$ cat config.mk
export PLATFORM = sky130hd
export DESIGN_NAME = dual_phase_pwm
export DESIGN_NICKNAME = d
export VERILOG_FILES = /design/src/rtl/dpwm_pkg.sv /design/src/rtl/dpwm_ctrl.sv /design/src/rtl/dpwm_chan.sv /design/src/rtl/dual_phase_pwm.sv
export SDC_FILE = /design/constraint.sdc
export NUM_CORES = 1
export LEC_CHECK = 0
export ABC_AREA = 1
export ABC_CLOCK_PERIOD_IN_PS = 6380
export BUFFER_PORTS_ARGS = -buffer_cell sky130_fd_sc_hd__clkbuf_2
export CORE_MARGIN = 1
export CORE_UTILIZATION = 34
export CTS_CLUSTER_SIZE = 8
export DETAILED_ROUTE_END_ITERATION = 10
export GPL_TIMING_DRIVEN = 1
export PLACE_DENSITY = 0.47
export SETUP_SLACK_MARGIN = 0.05
export SLEW_MARGIN = 0
export SYNTH_ARGS = -nofsm -noshare
export SYNTH_HDL_FRONTEND = slang
export SYNTH_SLANG_ARGS = --single-unit
$ cat constraint.sdc
create_clock -name clk -period 6.38 [get_ports clk]
set_input_delay 0.319 -clock clk [delete_from_list [all_inputs] [get_ports clk]]
set_output_delay 0.319 -clock clk [all_outputs]
set_load 0.05 [all_outputs]
$ cat src/rtl/dpwm_pkg.sv
package dpwm_pkg;

  localparam int NUM_CH     = 2;
  localparam int NUM_SRC    = 4;
  localparam int SEL_W      = $clog2(NUM_SRC);
  localparam int DIV_W      = 7;
  localparam int CNT_W      = 16;
  localparam int DATA_W     = 32;
  localparam int ADDR_W     = 4;

  // register map: count registers are strided, control register follows
  localparam int CNT_STRIDE = 4;
  localparam int CTRL_OFS   = CNT_STRIDE * NUM_CH;

  // control field placement (per-channel strides)
  localparam int SEL_BASE   = 4;
  localparam int DIV_BASE   = 8;
  localparam int DIV_STRIDE = 8;
  localparam int HI_LSB     = DATA_W - CNT_W;

  // strobes handed from the control side to each channel datapath
  typedef struct packed {
    logic             enable;
    logic             tick;
    logic [CNT_W-1:0] hiCnt;
    logic [CNT_W-1:0] loCnt;
  } chanStrobe_t;

endpackage

$ cat src/rtl/dpwm_ctrl.sv
module dpwm_ctrl
  import dpwm_pkg::*;
(
  input  logic              clk,
  input  logic              rstN,
  input  logic              regWr,
  input  logic [ADDR_W-1:0] regAddr,
  input  logic [DATA_W-1:0] regWdata,
  input  logic [NUM_SRC-1:0] srcTick,
  output logic [DATA_W-1:0] regRdata,
  output chanStrobe_t       chanStb [NUM_CH]
);

  localparam logic [ADDR_W-1:0] CTRL_ADDR = ADDR_W'(CTRL_OFS);

  logic              ctrlHit;
  logic [DATA_W-1:0] cntView  [NUM_CH];
  logic              enView   [NUM_CH];
  logic              gateView [NUM_CH];
  logic [SEL_W-1:0]  selView  [NUM_CH];
  logic [DIV_W-1:0]  divView  [NUM_CH];
  logic [DATA_W-1:0] rdCtrl;
  logic              unusedWdata;

  assign ctrlHit     = regWr && (regAddr == CTRL_ADDR);
  assign unusedWdata = ^{regWdata[3:2], regWdata[31:24]};

  for (genvar c = 0; c < NUM_CH; c++) begin : gCh
    localparam logic [ADDR_W-1:0] CNT_ADDR = ADDR_W'(CNT_STRIDE * c);
    localparam int EN_BIT   = c;
    localparam int SEL_LSB  = SEL_BASE + SEL_W * c;
    localparam int DIV_LSB  = DIV_BASE + DIV_STRIDE * c;
    localparam int GATE_BIT = DIV_LSB + DIV_W;

    logic              cntHit;
    logic [DATA_W-1:0] cntQ;
    logic              enQ;
    logic              gateQ;
    logic [SEL_W-1:0]  selQ;
    logic [DIV_W-1:0]  divQ;
    logic [DIV_W-1:0]  preCnt;
    logic              srcSel;
    logic              preHit;
    logic              tick;

    assign cntHit = regWr && (regAddr == CNT_ADDR);

    always_ff @(posedge clk) begin
      if (!rstN) begin
        cntQ <= '0;
      end else if (cntHit) begin
        cntQ <= regWdata;
      end
    end

    always_ff @(posedge clk) begin
      if (!rstN) begin
        enQ   <= 1'b0;
        gateQ <= 1'b0;
        selQ  <= '0;
        divQ  <= '0;
      end else if (ctrlHit) begin
        enQ   <= regWdata[EN_BIT];
        gateQ <= regWdata[GATE_BIT];
        selQ  <= regWdata[SEL_LSB +: SEL_W];
        divQ  <= regWdata[DIV_LSB +: DIV_W];
      end
    end

    // prescaler: counts selected strobes, emits one tick per divQ+1 strobes
    assign srcSel = srcTick[selQ];
    assign preHit = (preCnt >= divQ);
    assign tick   = gateQ && srcSel && preHit;

    always_ff @(posedge clk) begin
      if (!rstN) begin
        preCnt <= '0;
      end else if (!gateQ) begin
        preCnt <= '0;
      end else if (srcSel) begin
        if (preHit) begin
          preCnt <= '0;
        end else begin
          preCnt <= preCnt + 1'b1;
        end
      end
    end

    assign cntView[c]  = cntQ;
    assign enView[c]   = enQ;
    assign gateView[c] = gateQ;
    assign selView[c]  = selQ;
    assign divView[c]  = divQ;

    assign chanStb[c].enable = enQ;
    assign chanStb[c].tick   = tick;
    assign chanStb[c].hiCnt  = cntQ[HI_LSB +: CNT_W];
    assign chanStb[c].loCnt  = cntQ[CNT_W-1:0];
  end

  always_comb begin
    rdCtrl = '0;
    for (int c = 0; c < NUM_CH; c++) begin
      rdCtrl[c]                                      = enView[c];
      rdCtrl[SEL_BASE + SEL_W * c +: SEL_W]          = selView[c];
      rdCtrl[DIV_BASE + DIV_STRIDE * c +: DIV_W]     = divView[c];
      rdCtrl[DIV_BASE + DIV_STRIDE * c + DIV_W]      = gateView[c];
    end
  end

  always_comb begin
    regRdata = '0;
    if (regAddr == CTRL_ADDR) begin
      regRdata = rdCtrl;
    end
    for (int c = 0; c < NUM_CH; c++) begin
      if (regAddr == ADDR_W'(CNT_STRIDE * c)) begin
        regRdata = cntView[c];
      end
    end
  end

endmodule

$ cat src/rtl/dpwm_chan.sv
module dpwm_chan
  import dpwm_pkg::*;
(
  input  logic        clk,
  input  logic        rstN,
  input  chanStrobe_t stb,
  output logic        pwmOut
);

  logic             running;
  logic             inHigh;
  logic [CNT_W-1:0] phaseCnt;
  logic [CNT_W-1:0] curHi;
  logic [CNT_W-1:0] curLo;
  logic [CNT_W-1:0] curLen;
  logic [CNT_W:0]   nextCnt;
  logic             phaseEnd;
  logic             newHiNz;

  assign curLen   = inHigh ? curHi : curLo;
  assign nextCnt  = {1'b0, phaseCnt} + 1'b1;
  assign phaseEnd = (nextCnt >= {1'b0, curLen});
  assign newHiNz  = (stb.hiCnt != '0);

  always_ff @(posedge clk) begin
    if (!rstN) begin
      running  <= 1'b0;
      inHigh   <= 1'b0;
      phaseCnt <= '0;
      curHi    <= '0;
      curLo    <= '0;
    end else if (!stb.enable) begin
      running  <= 1'b0;
      inHigh   <= 1'b0;
      phaseCnt <= '0;
    end else if (!running) begin
      running  <= 1'b1;
      curHi    <= stb.hiCnt;
      curLo    <= stb.loCnt;
      inHigh   <= newHiNz;
      phaseCnt <= '0;
    end else if (stb.tick) begin
      if (!phaseEnd) begin
        phaseCnt <= nextCnt[CNT_W-1:0];
      end else if (inHigh && (curLo != '0)) begin
        inHigh   <= 1'b0;
        phaseCnt <= '0;
      end else begin
        // period boundary: adopt the latest counts
        curHi    <= stb.hiCnt;
        curLo    <= stb.loCnt;
        inHigh   <= newHiNz;
        phaseCnt <= '0;
      end
    end
  end

  assign pwmOut = inHigh;

endmodule

$ cat src/rtl/dual_phase_pwm.sv
module dual_phase_pwm
  import dpwm_pkg::*;
(
  input  logic                clk,
  input  logic                rstN,
  input  logic                regWr,
  input  logic [ADDR_W-1:0]   regAddr,
  input  logic [DATA_W-1:0]   regWdata,
  output logic [DATA_W-1:0]   regRdata,
  input  logic [NUM_SRC-1:0]  srcTick,
  output logic [NUM_CH-1:0]   pwmOut
);

  chanStrobe_t chanStb [NUM_CH];

  dpwm_ctrl ctrl_i (
    .clk      (clk),
    .rstN     (rstN),
    .regWr    (regWr),
    .regAddr  (regAddr),
    .regWdata (regWdata),
    .srcTick  (srcTick),
    .regRdata (regRdata),
    .chanStb  (chanStb)
  );

  for (genvar c = 0; c < NUM_CH; c++) begin : gChan
    dpwm_chan chan_i (
      .clk    (clk),
      .rstN   (rstN),
      .stb    (chanStb[c]),
      .pwmOut (pwmOut[c])
    );
  end

endmodule

======== Word-level counts from Yosys, hierarchy flattened ========
Cells that the tools add are included.
W data, S select, Z words.
cells by class
  add/sub/neg operators ................... 4
  multiply operators ...................... 0
  div/mod/pow operators ................... 0
  $lt $le $gt $ge ......................... 6
  equal/unequal tests ..................... 8
  shift operators ......................... 0
  mux-type cells .......................... 39
  bitwise gates (word level) .............. 0
  reductions and logical operators ........ 24
operator list
  operator                 count
  $mux W16                 20
  $mux W32                 2
  $reduce_bool A16 Y1      4
  $add A16 B1 Y17 const B  2
  $ge A17 B16 Y1           2
  $mux W24                 1
  $add A7 B1 Y7 const B    2
  $ge A7 B7 Y1             2
  $mux W7                  2
  $mux W1                  12
  $ne A2 B2 Y1 const B     6
  $reduce_and A2 Y1        6
  $logic_and A1 B1 Y1      9
  $reduce_and A4 Y1        2
  $lt A2 B3 Y1 const B     2
  $reduce_and A3 Y1        2
  $bmux W1 S2              2
  $eq A4 B3 Y1 const B     1
  $eq A4 B4 Y1 const B     1
  $logic_not A4 Y1         1
storage, ports and cells
  bits in registers ....................... 200
  bits in latches ......................... 0
  bits in writable memories ............... 0
  memory bits (read-only) ................. 0
  input bits .............................. 43
  output and inout bits ................... 34
  word-level logic and storage cells ...... 103
  memories kept ........................... 0

======== Logic depth before layout (Yosys ltp) ========
Gate-level depths: netlist (run 1).
  depth in word-level cells ............... 6
  depth in mapped cells ................... 23
  depth with buffers taken out ............ 22

======== Hierarchy ========
A second synthesis (run 1) with hierarchy kept.
second synthesis, totals
  cell total of the unflattened synthesis .. 1690
  area total of the unflattened synthesis .. 11307.1 um^2
by module, submodules not included
  module                        instances  cells an instance  area each (um^2)  sequential area each (um^2)
  dpwm_ctrl                     1          649                4709.5            2001.9
  dpwm_chan at gChan[0].chan_i  1          519                3355.7            1001.0
  dpwm_chan at gChan[1].chan_i  1          522                3241.9            1001.0

======== Worst setup path before layout (run 1) ========
OpenSTA, ideal clock, no wires.
  path type ............................... register to register
  start ................................... reg gChan[0].chan_i.phaseCnt[0]
  end ..................................... reg gChan[0].chan_i.phaseCnt[7]
  library setup time ...................... 71 ps
  arrival time ............................ 2714 ps
  data required time ...................... 6309 ps
  slack ................................... 3595 ps
  cell stages (with the launch flop) ...... 18
  buffers on the path ..................... 1
  period minus slack after synthesis ...... 2785 ps
  cells stage by stage .................... dfxtp_1 > ha_1 > nand3_1 > inv_1 > nand3_2 > nor3_1 > xnor2_1 > inv_1 > ha_1 > a21o_1 > o21bai_1 > nand3_1 > nand2_1 > nand3_1 > nor2_2 > buf_4 > nand2_1 > a21oi_1
on the way
  longest elaborated chain between the ends .. 3
ends and longest elaborated chain
  item                    RTL line         source
  from (decl)             dpwm_chan.sv:12  logic [CNT_W-1:0] phaseCnt;
  from (signal assigned)  dpwm_chan.sv:44  phaseCnt <= nextCnt[CNT_W-1:0];
  $add A16 B1 Y17 *       dpwm_chan.sv:21  assign nextCnt = {1'b0, phaseCnt} + 1'b1;
  $ge A17 B16 Y1          dpwm_chan.sv:22  assign phaseEnd = (nextCnt >= {1'b0, curLen});
  $mux W16 *              dpwm_chan.sv:43  if (!phaseEnd) begin
Mark *: on every way between the ends. The rest lies on a longest branch, timed or not.
A chain may end at the register's enable or synchronous reset.

======== Final worst setup path (run 1) ========
  start ................................... reg gChan[0].chan_i.phaseCnt[0]
  end ..................................... reg gChan[0].chan_i.curLo[0]
on the way
  longest elaborated chain between the ends .. 4
ends and longest elaborated chain
  item                         RTL line         source
  $add A16 B1 Y17              dpwm_chan.sv:21
  $ge A17 B16 Y1               dpwm_chan.sv:22
  $ne A2 B2 Y1 (no line)       --
  $reduce_and A4 Y1 (no line)  --
  to (signal assigned)         dpwm_chan.sv:39  curLo <= stb.loCnt;
  to (signal assigned)         dpwm_chan.sv:51  curLo <= stb.loCnt;
  to (decl)                    dpwm_chan.sv:14  logic [CNT_W-1:0] curLo;
Every way passes these cells.

==> impl_metrics.tcl, run 1 <==
set metrics [dict create \
    hold_viol 0 \
    initial_core_util_pct 34.7 \
    grt_pass1_vias 8816 \
    numPortBuffers 76 \
    core_area_um2 30700 \
    cts_root_buffer "clkbuf_16" \
    synth_warnings 0 \
    status "finished with violations" \
    cts_resized 0 \
    synth_cells 1547 \
    die_x_um 179 \
    ys_types 41 \
    cts-buffers-inserted 17 \
    antenna_left 0 \
    drt-pass1-iter-count 8 \
    grt_max_degree 86 \
    syn_nets 1640 \
    grt_pass1_wl_um 48600 \
    startpoint_type "register" \
    crit_required_ps 6710 \
    period_share_pct 64.5 \
    p_leak_nw 5.00 \
    drive_gt1_share_pct 9.54 \
    fin_nets 1662 \
    postCtsHoldBufs 0 \
    violations "design-rule violations" \
    ios 77 \
    timing_worst_setup_path_type "register to register" \
    slew_headroom_pct 34.3 \
    routed_wl_um 30700 \
    hold_slack_ps 180 \
    cts.sinks 200 \
    p_per_area_nw_per_um2 221 \
    final_util_pct 38.5 \
    hp-class "primary input to register" \
    dieHeight_um 179 \
    instances_no_fill 1978 \
    synth_area_um2 10700 \
    synth.yosys.seq_area_share_pct 37.5 \
    placed_cells 1946 \
    first_iter_violations 734 \
    avgViaCountPerCell 4.84 \
    finalSetupTns_ps 0 \
    antenna_cells 0 \
    rows 64 \
    wire_per_inst_um 15.5 \
    cts_tree "done" \
    htree_levels 4 \
    maxCapViolations 0 \
    tightest_slew_ps 984 \
    layout_common_cells "334 x nand2_1, 251 x inv_1, 200 x dfxtp_1" \
    synthToLayoutAreaGrowth_pct 10.9 \
    synth_seq_cells 200 \
    peakVddDrop_uv 155 \
    slew_violations 0 \
    cts.path.max_buffers 2 \
    dieArea_um2 32100 \
    antenna_found_initial 1 \
    avgSynthCellArea_um2 6.90 \
    clk_pin_slew_ps 70 \
    vias 9573 \
    dp_hpwl_um 22500 \
    grtUsageTotal_pct 19.7 \
    crit_path_end_kind "register" \
    post_cts_buffers 0 \
    skew_ps 18.8 \
    clk_latency_ps 440 \
    gp_congestion 0.804 \
    critPathMaxFanout 33 \
    cp_data_arrival_time_ps 4450 \
    rsz0062_at_grt "false" \
    setup_viol 0 \
    gr-total-overflow 0 \
    final_common_cell "nand2_1" \
    period_needed_ps 4110 \
    route.detailed.drc 8 \
    max_freq_mhz 243 \
]
through the flow:
stage | cell area (µm²) | worst slack [ps] | total power (W)
4_1_cts | 11800 | 2190 | 0.00265
3_3_place_gp | 11200 | 2310 | 0.00153
6_report | 11800 | 2270 | 0.00262
2_1_floorplan | 10700 | 3600 | 0.00146
5_1_grt | 11800 | 1690 | 0.00273
3_5_place_dp | 11200 | 2200 | 0.00153
kinds of logic (layout without fill, tap and decap cells):
family / Yosys count / count (layout) / share of synthesized area (%)
buffers and inverters: 348 / 383 / 13.0
AND/OR/NAND/NOR: 614 / 614 / 25.6
AO/OA/AOI/OAI: 303 / 303 / 15.5
adder cells (fa/ha/maj): 50 / 50 / 5.86
XOR/XNOR: 32 / 32 / 2.62
flip-flops: 200 / 200 / 37.5
power breakdown:
part	internal, W	leakage (nW)	switching (W)	total [W]
clock	0.000585	0.291	0.000537	0.00112
combinational	0.0000692	3.09	0.000149	0.000218
sequential	0.00127	1.62	0.0000114	0.00128
layer usage:
| layer | up-vias | routed length (µm) | GRT usage (%) |
|---|---|---|---|
| met4 | 2 | 498 | 5.43 |
| met3 | 29 | 1210 | 3.60 |
| met1 | 4322 | 15900 | 28.3 |
| met5 | - | 12 | 0 |
| li1 | 5038 | - | - |
| met2 | 182 | 13100 | 29.7 |
synthesized netlist by cell type, drive strengths merged:
| cell | n | share of area, % |
|---|---|---|
| a21o | 2 | 0.14 |
| a21oi | 136 | 6.5 |
| a22oi | 4 | 0.28 |
| a31oi | 1 | 0.059 |
| buf | 27 | 1.7 |
| clkbuf | 55 | 1.9 |
| clkinv | 3 | 0.11 |
| dfxtp | 200 | 37 |
| ha | 50 | 5.9 |
| inv | 263 | 9.2 |
| nand2 | 341 | 12 |
| nand3 | 34 | 2.0 |
| nand3b | 2 | 0.14 |
| nand4 | 83 | 4.9 |
| nor2 | 129 | 4.9 |
| nor3 | 7 | 0.33 |
| nor3b | 5 | 0.35 |
| nor4 | 13 | 0.76 |
| o211ai | 1 | 0.070 |
| o21a | 2 | 0.14 |
| o21ai | 124 | 5.8 |
| o21bai | 1 | 0.070 |
| o221ai | 22 | 1.8 |
| o22ai | 10 | 0.59 |
| xnor2 | 19 | 1.6 |
| xor2 | 13 | 1.1 |
path summary, 6_finish.rpt:
path	from	to	slack, ps	cells after the start
setup / recovery	gChan[0].chan_i.phaseCnt[0]	gChan[0].chan_i.curLo[0]	2270	17
hold / removal	regWdata[3]	ctrl_i.gCh[1].cntQ[3]	180	3
setup reg to reg	gChan[0].chan_i.phaseCnt[0]	gChan[0].chan_i.curLo[0]	2270	17
hold reg to reg	ctrl_i.gCh[0].enQ	gChan[0].chan_i.pwmOut	450	2
worst max-delay path: stages (launching register included):
cell      delay, ps
dfxtp_1         410
ha_1            210
nand3_1         120
inv_1           120
nand3_2         110
nor3_1          320
xnor2_1         160
inv_1            70
ha_1            300
a21o_1          180
o21bai_1        120
nand3_1          80
nand2_1          90
nand4_2         640
nand3_2         810
nand2_1         120
inv_1            90
nor2_1           40
state kept, by name, summed over array words and instances, names as in the netlist, 4 cells and up:
signal	cells
gChan.chan_i.phaseCnt	32
ctrl_i.gCh.cntQ	64
gChan.chan_i.curHi	32
ctrl_i.gCh.divQ	14
ctrl_i.gCh.selQ	4
gChan.chan_i.curLo	32
ctrl_i.gCh.preCnt	14
area by class of cell:
class | instances | area (µm²)
sequential | 200 | 4000
tap | 396 | 495
fill | 3376 | 18900
inverter | 266 | 998
clock buffer | 20 | 467
multi-input combinational | 999 | 5290
timing repair buffer | 85 | 450
clock inverter | 12 | 130
Power figures use the tool's default switching activity.
==> run 2: changes to the inputs <==
Settings changed: ABC_CLOCK_PERIOD_IN_PS 6380 to 3920.
Clock period 6.38 ns to 3.92 ns, I/O delays scaled along.
==> run 2 against run 1 <==
The run still ends with design-rule violations left. Cell area grew 0.18%. Global-route usage grew 0.56 points. Maximum frequency grew 20%. Utilization grew 0.069 points. Count of clock-buffer cells in the layout shrank 3. Largest power group unchanged.
==> impl_metrics.tcl, run 2 (synthesis results as in run 1) <==
set metrics [dict create \
    status "finished with violations" \
    violations "design-rule violations" \
    cts_tree "done" \
    setup_viol 0 \
    dieHeight_um 179 \
    cts.path.max_buffers 2 \
    crit_chain "ha_1, nand3_1, inv_1, nand3_2, nor3_1, xnor2_1, inv_1, ha_1, nand2_1, nor2_1, nand4_1, nand3_1, nand2_1, nand4_2, nand3_2, nand2_1, inv_1, nor2_1" \
    rsz0062_at_grt "false" \
    whs_path_depth 3 \
    wire_per_inst_um 15.8 \
    period_needed_ps 3440 \
    fin_nets 1671 \
    cts_root_buffer "clkbuf_16" \
    startpoint_type "register" \
    cp_data_arrival_time_ps 3830 \
    rows 64 \
    cts_resized 0 \
    cpMaxStageDelayCell "nand3_2" \
    grt_pass1_vias 8996 \
    holdPathEnd "ctrl_i.gCh[1].cntQ[2]" \
    crit_path_end_kind "register" \
    rr_startpoint "gChan[0].chan_i.phaseCnt[0]" \
    route.detailed.drc 8 \
    gp_congestion 0.807 \
    hp-class "primary input to register" \
    grt_max_degree 65 \
    core_area_um2 30700 \
    hold_viol 0 \
    crit_path_max_incr_delay_ps 530 \
    clk_pin_slew_ps 70 \
    synthToLayoutAreaGrowth_pct 11.1 \
    drt-pass1-iter-count 8 \
    tightest_slew_ps 1100 \
    ios 77 \
    clk_latency_ps 450 \
    antenna_cells 0 \
    post_cts_buffers 0 \
    cts-buffers-inserted 17 \
    instances_no_fill 1985 \
    cp_num_buf_inv 3 \
    timing_worst_setup_path_type "register to register" \
    placed_area_um2 11300 \
    r2r_cells 18 \
    critPathMaxFanout 32 \
    antenna_left 0 \
    drive_gt1_share_pct 9.94 \
    hold_start "regWdata[2]" \
    htree_levels 4 \
    final_common_cell "nand2_1" \
    routed_wl_um 31300 \
    largest_reg_flops 64 \
    skew_ps 16.0 \
    p_leak_nw 5.01 \
    slew_headroom_pct 26.7 \
    postCtsHoldBufs 0 \
    maxCapViolations 0 \
    avgViaCountPerCell 4.90 \
    r2r_slack_ps 480 \
    p_total_w 0.00418 \
    top_register "ctrl_i.gCh.cntQ" \
    gr-total-overflow 0 \
    dieArea_um2 32100 \
    reg2reg_to "gChan[0].chan_i.curLo[15]" \
    slew_violations 0 \
    crit_required_ps 4310 \
    initial_core_util_pct 34.7 \
    p_per_area_nw_per_um2 353 \
    cts.sinks 200 \
    vias 9736 \
    antenna_found_initial 2 \
    max_freq_mhz 291 \
    finalSetupTns_ps 0 \
    numPortBuffers 76 \
    critical_path.top_delay_family "simple AND/OR/NAND/NOR gates" \
    layout_common_cells "334 x nand2_1, 251 x inv_1, 200 x dfxtp_1" \
    dp_hpwl_um 22900 \
    grtUsageTotal_pct 20.2 \
    final_area_um2 11900 \
    grt_pass1_wl_um 49800 \
    die_x_um 179 \
    placed_cells 1955 \
    first_iter_violations 626 \
    peakVddDrop_uv 264 \
    period_share_pct 87.6 \
]
[run 2: worst register-to-register path, stage by stage, from the launching register on]
cell     delay [ps]
dfxtp_1         400
ha_1            210
nand3_1         120
inv_1           130
nand3_2         120
nor3_1          330
xnor2_1         160
inv_1            70
ha_1            290
nand2_1          60
nor2_1          150
nand4_1         110
nand3_1         110
nand2_1          80
nand4_2         100
nand3_2         530
nand2_1         240
inv_1            60
nor2_1           90
[run 2: worst max-delay path by stage]
stage / start / to / slack (ps) / cells past startpoint
global route: gChan[0].chan_i.phaseCnt[0] / gChan[0].chan_i.curLo[11] / 100 / 18
global placement: gChan[0].chan_i.phaseCnt[0] / gChan[0].chan_i.curLo[6] / 610 / 18
detailed placement: gChan[0].chan_i.phaseCnt[0] / gChan[0].chan_i.curHi[0] / 480 / 18
floorplan: gChan[0].chan_i.phaseCnt[0] / gChan[0].chan_i.phaseCnt[7] / 1140 / 17
CTS: gChan[0].chan_i.phaseCnt[0] / gChan[0].chan_i.curLo[12] / 450 / 18
finish: gChan[0].chan_i.phaseCnt[0] / gChan[0].chan_i.curLo[15] / 480 / 18
[run 2: area by class of cell]
cell class	count	area [µm²]
Clock buffer	17	425
Tap cell	396	495
Timing Repair Buffer	94	518
Clock inverter	13	125
Inverter	266	998
Sequential cell	200	4000
Multi-Input combinational cell	999	5290
Fill cell	3370	18900
[run 2: power breakdown]
group / switching (W) / internal [W] / total [W]
clock: 0.000860 / 0.000878 / 0.00174
combinational: 0.000243 / 0.000114 / 0.000357
sequential: 0.0000185 / 0.00207 / 0.00209
total: 0.00112 / 0.00306 / 0.00418
[run 2: metrics by stage]
step	hold WS [ps]	setup slack, ps	utilization (%)
final	48.8	484	38.6
after detailed placement	476	482	36.8
after global placement	468	610	36.8
after global routing	49.8	95.2	38.6
after floorplan	329	1140	-
after CTS	32.9	452	38.6
[run 2: routing by layer]
layer | up-vias | track usage (%) | part of all wire, %
li1 | 5059 | - | -
met1 | 4450 | 28.9 | 50
met2 | 190 | 30.3 | 43
met3 | 33 | 3.97 | 4.9
met4 | 4 | 6.44 | 1.8
met5 | - | 0 | 0.070
